--- config.mk ---
export PLATFORM = sky130hd
export DESIGN_NAME = trap_eval_unit
export DESIGN_NICKNAME = d
export VERILOG_FILES = /design/src/rtl/trap_eval_pkg.sv /design/src/rtl/trap_operand_former.sv /design/src/rtl/trap_relation_cmp.sv /design/src/rtl/trap_result_stage.sv /design/src/rtl/trap_eval_unit.sv
export SDC_FILE = /design/constraint.sdc
export NUM_CORES = 1
export LEC_CHECK = 0
export BUFFER_PORTS_ARGS = -buffer_cell sky130_fd_sc_hd__buf_4
export CORE_UTILIZATION = 49
export DETAILED_ROUTE_END_ITERATION = 8
export HOLD_SLACK_MARGIN = 0.02
export PLACE_DENSITY = 0.93
export SLEW_MARGIN = 20
export SYNTH_ARGS = -nofsm -noshare
export SYNTH_HDL_FRONTEND = slang
export SYNTH_SLANG_ARGS = --single-unit
--- constraint.sdc ---
create_clock -name clk -period 10.15 [get_ports clk]
set_input_delay 2.5375 -clock clk [delete_from_list [all_inputs] [get_ports clk]]
set_output_delay 2.5375 -clock clk [all_outputs]
set_load 0.05 [all_outputs]
--- src/rtl/trap_eval_pkg.sv ---
// Package: shared bit positions of the relation vector.
// Assumes the five-bit mask and hit vector share one ordering.
package trap_eval_pkg;
    localparam int COND_W  = 5;
    localparam int IDX_SLT = 4;
    localparam int IDX_SGT = 3;
    localparam int IDX_EQ  = 2;
    localparam int IDX_ULT = 1;
    localparam int IDX_UGT = 0;
endpackage

--- src/rtl/trap_operand_former.sv ---
// Forms the two full-width comparands from register operands and immediate.
// Assumes DATA_W is even and IMM_W <= DATA_W.
module trap_operand_former #(
    parameter int DATA_W = 64,
    parameter int IMM_W  = 16
) (
    input  logic [DATA_W-1:0] src_a,
    input  logic [DATA_W-1:0] src_b,
    input  logic [IMM_W-1:0]  imm,
    input  logic              word_mode,
    input  logic              use_imm,
    output logic [DATA_W-1:0] opa,
    output logic [DATA_W-1:0] opb
);
    localparam int HALF_W = DATA_W / 2;

    logic [DATA_W-1:0] a_word_ext;
    logic [DATA_W-1:0] b_word_ext;
    logic [DATA_W-1:0] imm_ext;

    // Sign-extend the low halves and the immediate to full width.
    always_comb begin
        a_word_ext = {{(DATA_W-HALF_W){src_a[HALF_W-1]}}, src_a[HALF_W-1:0]};
        b_word_ext = {{(DATA_W-HALF_W){src_b[HALF_W-1]}}, src_b[HALF_W-1:0]};
        imm_ext    = {{(DATA_W-IMM_W){imm[IMM_W-1]}}, imm};
    end

    // Pick comparands by mode: immediate wins over the second register.
    always_comb begin
        opa = word_mode ? a_word_ext : src_a;
        if (use_imm)
            opb = imm_ext;
        else
            opb = word_mode ? b_word_ext : src_b;
    end
endmodule

--- src/rtl/trap_relation_cmp.sv ---
// Evaluates signed, unsigned and equality relations and masks them.
// Assumes both comparands are already full width; clk/rst_n feed checks only.
module trap_relation_cmp
    import trap_eval_pkg::*;
#(
    parameter int DATA_W = 64
) (
    input  logic              clk,
    input  logic              rst_n,
    input  logic [DATA_W-1:0] opa,
    input  logic [DATA_W-1:0] opb,
    input  logic [COND_W-1:0] cond_mask,
    output logic [COND_W-1:0] hits
);
    logic s_lt, s_gt, eq, u_lt, u_gt;
    logic [COND_W-1:0] rel;

    // Raw relations between the comparands.
    always_comb begin
        s_lt = $signed(opa) < $signed(opb);
        s_gt = $signed(opa) > $signed(opb);
        eq   = (opa == opb);
        u_lt = opa < opb;
        u_gt = opa > opb;
    end

    // Place relations at their mask positions and apply the mask.
    always_comb begin
        rel          = '0;
        rel[IDX_SLT] = s_lt;
        rel[IDX_SGT] = s_gt;
        rel[IDX_EQ]  = eq;
        rel[IDX_ULT] = u_lt;
        rel[IDX_UGT] = u_gt;
        hits         = rel & cond_mask;
    end


    signed_trichotomy_chk: assert property (@(posedge clk) disable iff (!rst_n)
        $countones({s_lt, s_gt, eq}) == 1);

    unsigned_trichotomy_chk: assert property (@(posedge clk) disable iff (!rst_n)
        $countones({u_lt, u_gt, eq}) == 1);
endmodule

--- src/rtl/trap_result_stage.sv ---
// Registered valid/ready output stage holding trap flag and hit vector.
// Assumes synchronous active-low reset; a result is held until taken.
module trap_result_stage
    import trap_eval_pkg::*;
(
    input  logic              clk,
    input  logic              rst_n,
    input  logic              in_valid,
    output logic              in_ready,
    input  logic [COND_W-1:0] hits_in,
    output logic              out_valid,
    input  logic              out_ready,
    output logic              trap_req,
    output logic [COND_W-1:0] cond_hits
);
    logic in_fire;

    // Accept when empty or when the held result leaves this cycle.
    always_comb begin
        in_ready = !out_valid || out_ready;
        in_fire  = in_valid && in_ready;
    end

    // Capture a result on accept, drop valid once consumed.
    always_ff @(posedge clk) begin
        if (!rst_n) begin
            out_valid <= 1'b0;
            trap_req  <= 1'b0;
            cond_hits <= '0;
        end else if (in_fire) begin
            out_valid <= 1'b1;
            trap_req  <= |hits_in;
            cond_hits <= hits_in;
        end else if (out_ready) begin
            out_valid <= 1'b0;
        end
    end


    accept_to_valid_chk: assert property (@(posedge clk) disable iff (!rst_n)
        (in_valid && in_ready) |=> out_valid);

    hold_stable_chk: assert property (@(posedge clk) disable iff (!rst_n)
        (out_valid && !out_ready) |=> (out_valid && $stable(trap_req) && $stable(cond_hits)));
endmodule

--- src/rtl/trap_eval_unit.sv ---
// Top: conditional trap evaluation with one registered handshake stage.
// Assumes the caller holds inputs stable while in_valid waits on in_ready.
module trap_eval_unit
    import trap_eval_pkg::*;
#(
    parameter int DATA_W = 64,
    parameter int IMM_W  = 16
) (
    input  logic              clk,
    input  logic              rst_n,
    input  logic              in_valid,
    output logic              in_ready,
    input  logic [DATA_W-1:0] src_a,
    input  logic [DATA_W-1:0] src_b,
    input  logic [IMM_W-1:0]  imm,
    input  logic [COND_W-1:0] cond_mask,
    input  logic              word_mode,
    input  logic              use_imm,
    output logic              out_valid,
    input  logic              out_ready,
    output logic              trap_req,
    output logic [COND_W-1:0] cond_hits
);
    logic [DATA_W-1:0] opa, opb;
    logic [COND_W-1:0] hits;

    trap_operand_former #(.DATA_W(DATA_W), .IMM_W(IMM_W)) u_former (
        .src_a(src_a), .src_b(src_b), .imm(imm),
        .word_mode(word_mode), .use_imm(use_imm),
        .opa(opa), .opb(opb)
    );

    trap_relation_cmp #(.DATA_W(DATA_W)) u_cmp (
        .clk(clk), .rst_n(rst_n), .opa(opa), .opb(opb),
        .cond_mask(cond_mask), .hits(hits)
    );

    trap_result_stage u_stage (
        .clk(clk), .rst_n(rst_n), .in_valid(in_valid), .in_ready(in_ready),
        .hits_in(hits), .out_valid(out_valid), .out_ready(out_ready),
        .trap_req(trap_req), .cond_hits(cond_hits)
    );


    hits_within_mask_chk: assert property (@(posedge clk) disable iff (!rst_n)
        (in_valid && in_ready) |=> ((cond_hits & ~$past(cond_mask)) == '0));

    trap_matches_hits_chk: assert property (@(posedge clk) disable iff (!rst_n)
        out_valid |-> (trap_req == (cond_hits != '0)));
endmodule

==> impl_metrics.ini <==
[status]
outcome = finished clean

[cts]
cts.sinks = 7
htree_levels = 1
post_cts_buffers = 0
clk_latency_ns = 0.23
root_buffer = clkbuf_8
cts_tree = done
cts_buffers = 3
cts_hold_buf = 0
cts_resized = 0
clk_pin_slew_ns = 0.04
clk_path_buf_depth = 2

[timing]
finClkSkew_ns = 0.00172
timing.fmax_ghz = 0.156
worst_pin_slew_ns = 0.930
fin_tns_setup_ns = 0
fin_crit_ns = 6.41
max-slew-margin-rel_pct = 38.0
rsz0062_at_grt = false
finalSetupViolCount = 0
finalCritPeriodShare_pct = 63.2
hold_viol = 0
final_max_slew_viol_count = 0

[setup_path]
end_kind = flop
path_max_fanout = 32
worst-endpoint-arrival_ns = 6.54
start_kind = input port
required_ns = 10.27
worstSetupPathType = in -> reg

[logic_synthesis]
netlist_area_sq_mm = 0.00280
syn_nets = 617
ys_warn_count = 0
ys_ff_latch = 7
synth_edf_count = 0
synth_common_cells = o21ai_0, ha_1, a21oi_1, inv_1, nor2b_1
seq_area_frac_synth_pct = 5.01
syn_inst = 398
synth_area_leader_cell = ha_1
synthArstFlopShare_pct = 0
synth_cell_types = 46
synth_most_common_cell = o21ai_0
synth_top_area_share_pct = 28.6
synth_flop_cell = dfxtp_1
synth_area_per_cell_sq_um = 7.02
synth_area_leaders = ha_1, o21ai_0, a21oi_1, nor2b_1, mux2i_1

[pwr]
p_switching_w = 0.000103
intPower_w = 0.000148
irDropWorstVdd_mv = 0.0400
clkPwrFrac_pct = 16.2
pwr-share-seq_pct = 12.2
p_per_area_mw_per_mm2 = 61.7
sw_frac_of_total_pct = 40.9
pwr-share-comb_pct = 71.6
leakage_nw = 2.12

[routing]
wl_per_cell_um = 14.1
drt-total-wl_um = 8660
firstDrtPassIters = 5
vias = 3480
drtIter0Drc = 166
drc = 0
ant_nets = 0
via_per_inst = 5.66

[global_routing]
grt_antenna_before_repair = 0
grt_first_pass_wirelength_um = 14200
grt_start_max_net_pins = 67
overflow = 0
grt.total_usage_pct = 28.2
grt_pass1_vias = 3344

[floorplan]
die_y_um = 77.5
rows = 27
io_pins = 163
die_area_sq_mm = 0.00601
initial_core_util_pct = 50.8
coreArea_sq_mm = 0.00551
die_width_um = 77.5

[layout]
nets = 763
num_antenna_cells = 0
layout-drive-gt1-share_pct = 33.1
final_util_pct = 73.9
areaGrowthSynthToFinish_pct = 45.5

[placed_design]
hpwl_um = 7190
portBuffers = 162
place_congestion = 0.911

[worst_hold_path]
hold_class = reg -> reg

[run]
max_cap_viol_count = 0
[critical path, cell delays in order]
cell and delay (ns):
buf_4 0.26, clkinv_1 0.48, nand2_1 0.81, o21ai_0 0.24
ha_1 0.38, nand4_1 0.18, nor2_1 0.08, a221oi_1 0.27
o41ai_1 0.14, o31ai_1 0.57, nand3_1 0.19, and4b_1 0.22
o21a_1 0.18
[path summary, 6_finish.rpt]
kind,slack (ns),cells after the start,start,endpoint
min,0.49,2,u_stage.cond_hits[0],u_stage.cond_hits[0]
min reg2reg,0.49,2,u_stage.cond_hits[0],u_stage.cond_hits[0]
max reg2reg,8.91,5,u_stage.out_valid,u_stage.trap_req
max,3.74,13,use_imm,u_stage.cond_hits[4]
[logic make-up after synthesis]
kind of cell | after synthesis | share of synthesized area, %
mux | 16 | 5.77
flops | 7 | 5.01
compound gates | 140 | 29.0
buf+inv | 58 | 7.79
fa+ha+maj | 64 | 28.6
simple gates | 113 | 23.8
[cell type report]
| cell class | instances | area (sq um) |
|---|---|---|
| Clock buffer | 4 | 45.0 |
| Fill cell | 410 | 1440 |
| Inverter | 37 | 139 |
| Multi-Input combinational cell | 333 | 2440 |
| Sequential cell | 7 | 140 |
| Tap cell | 72 | 90.1 |
| Timing Repair Buffer | 162 | 1220 |
[layout by cell type, fill, tap and decap left out, types with 6 or more instances in the layout]
master | synthesis | layout
buf_4 | 0 | 162
o21ai_0 | 72 | 72
ha_1 | 64 | 64
a21oi_1 | 42 | 42
inv_1 | 36 | 36
nor2b_1 | 33 | 33
nand2_1 | 22 | 22
mux2i_1 | 15 | 15
nand4_1 | 15 | 15
nand3_1 | 12 | 12
dfxtp_1 | 7 | 7
nor2_1 | 6 | 6
[flip-flops by register name, indices dropped and copies added, names as in the netlist]
signal             cells
u_stage.cond_hits      5
u_stage.out_valid      1
u_stage.trap_req       1
[power groups by stage]
| stage | Sequential (W) | Clock (W) | Combinational [W] |
|---|---|---|---|
| 3_3_place_gp | 0.0000308 | 0 | 0.000169 |
| 2_1_floorplan | 0.0000369 | 0 | 0.0000991 |
| 6_report | 0.0000306 | 0.0000408 | 0.000180 |
| 5_1_grt | 0.0000307 | 0.0000422 | 0.000200 |
| 4_1_cts | 0.0000306 | 0.0000405 | 0.000179 |
| 3_5_place_dp | 0.0000309 | 0 | 0.000177 |
[through the flow]
stage / total power (W) / setup WS, ns / hold WS, ns / instance area, sq um / cells
after floorplan: 0.000136 / 4.59 / 0.676 / 2800 / 398
after global placement: 0.000200 / 3.84 / 0.460 / 4020 / 611
after detailed placement: 0.000208 / 3.62 / 0.482 / 4020 / 611
after CTS: 0.000250 / 3.85 / 0.487 / 4070 / 615
after global routing: 0.000273 / 3.41 / 0.508 / 4070 / 615
final: 0.000251 / 3.74 / 0.488 / 4070 / 615
[per-layer routing]
layer  vias to the layer above  routed length [um]  global-route usage (%)
li1                       1742                   -                       -
met1                      1539                3360                    32.0
met2                       178                4450                    53.8
met3                        21                 673                    3.29
met4                         0                 171                    8.87
met5                         -                   0                       0
No activity file was read; power rests on OpenSTA's default activity.
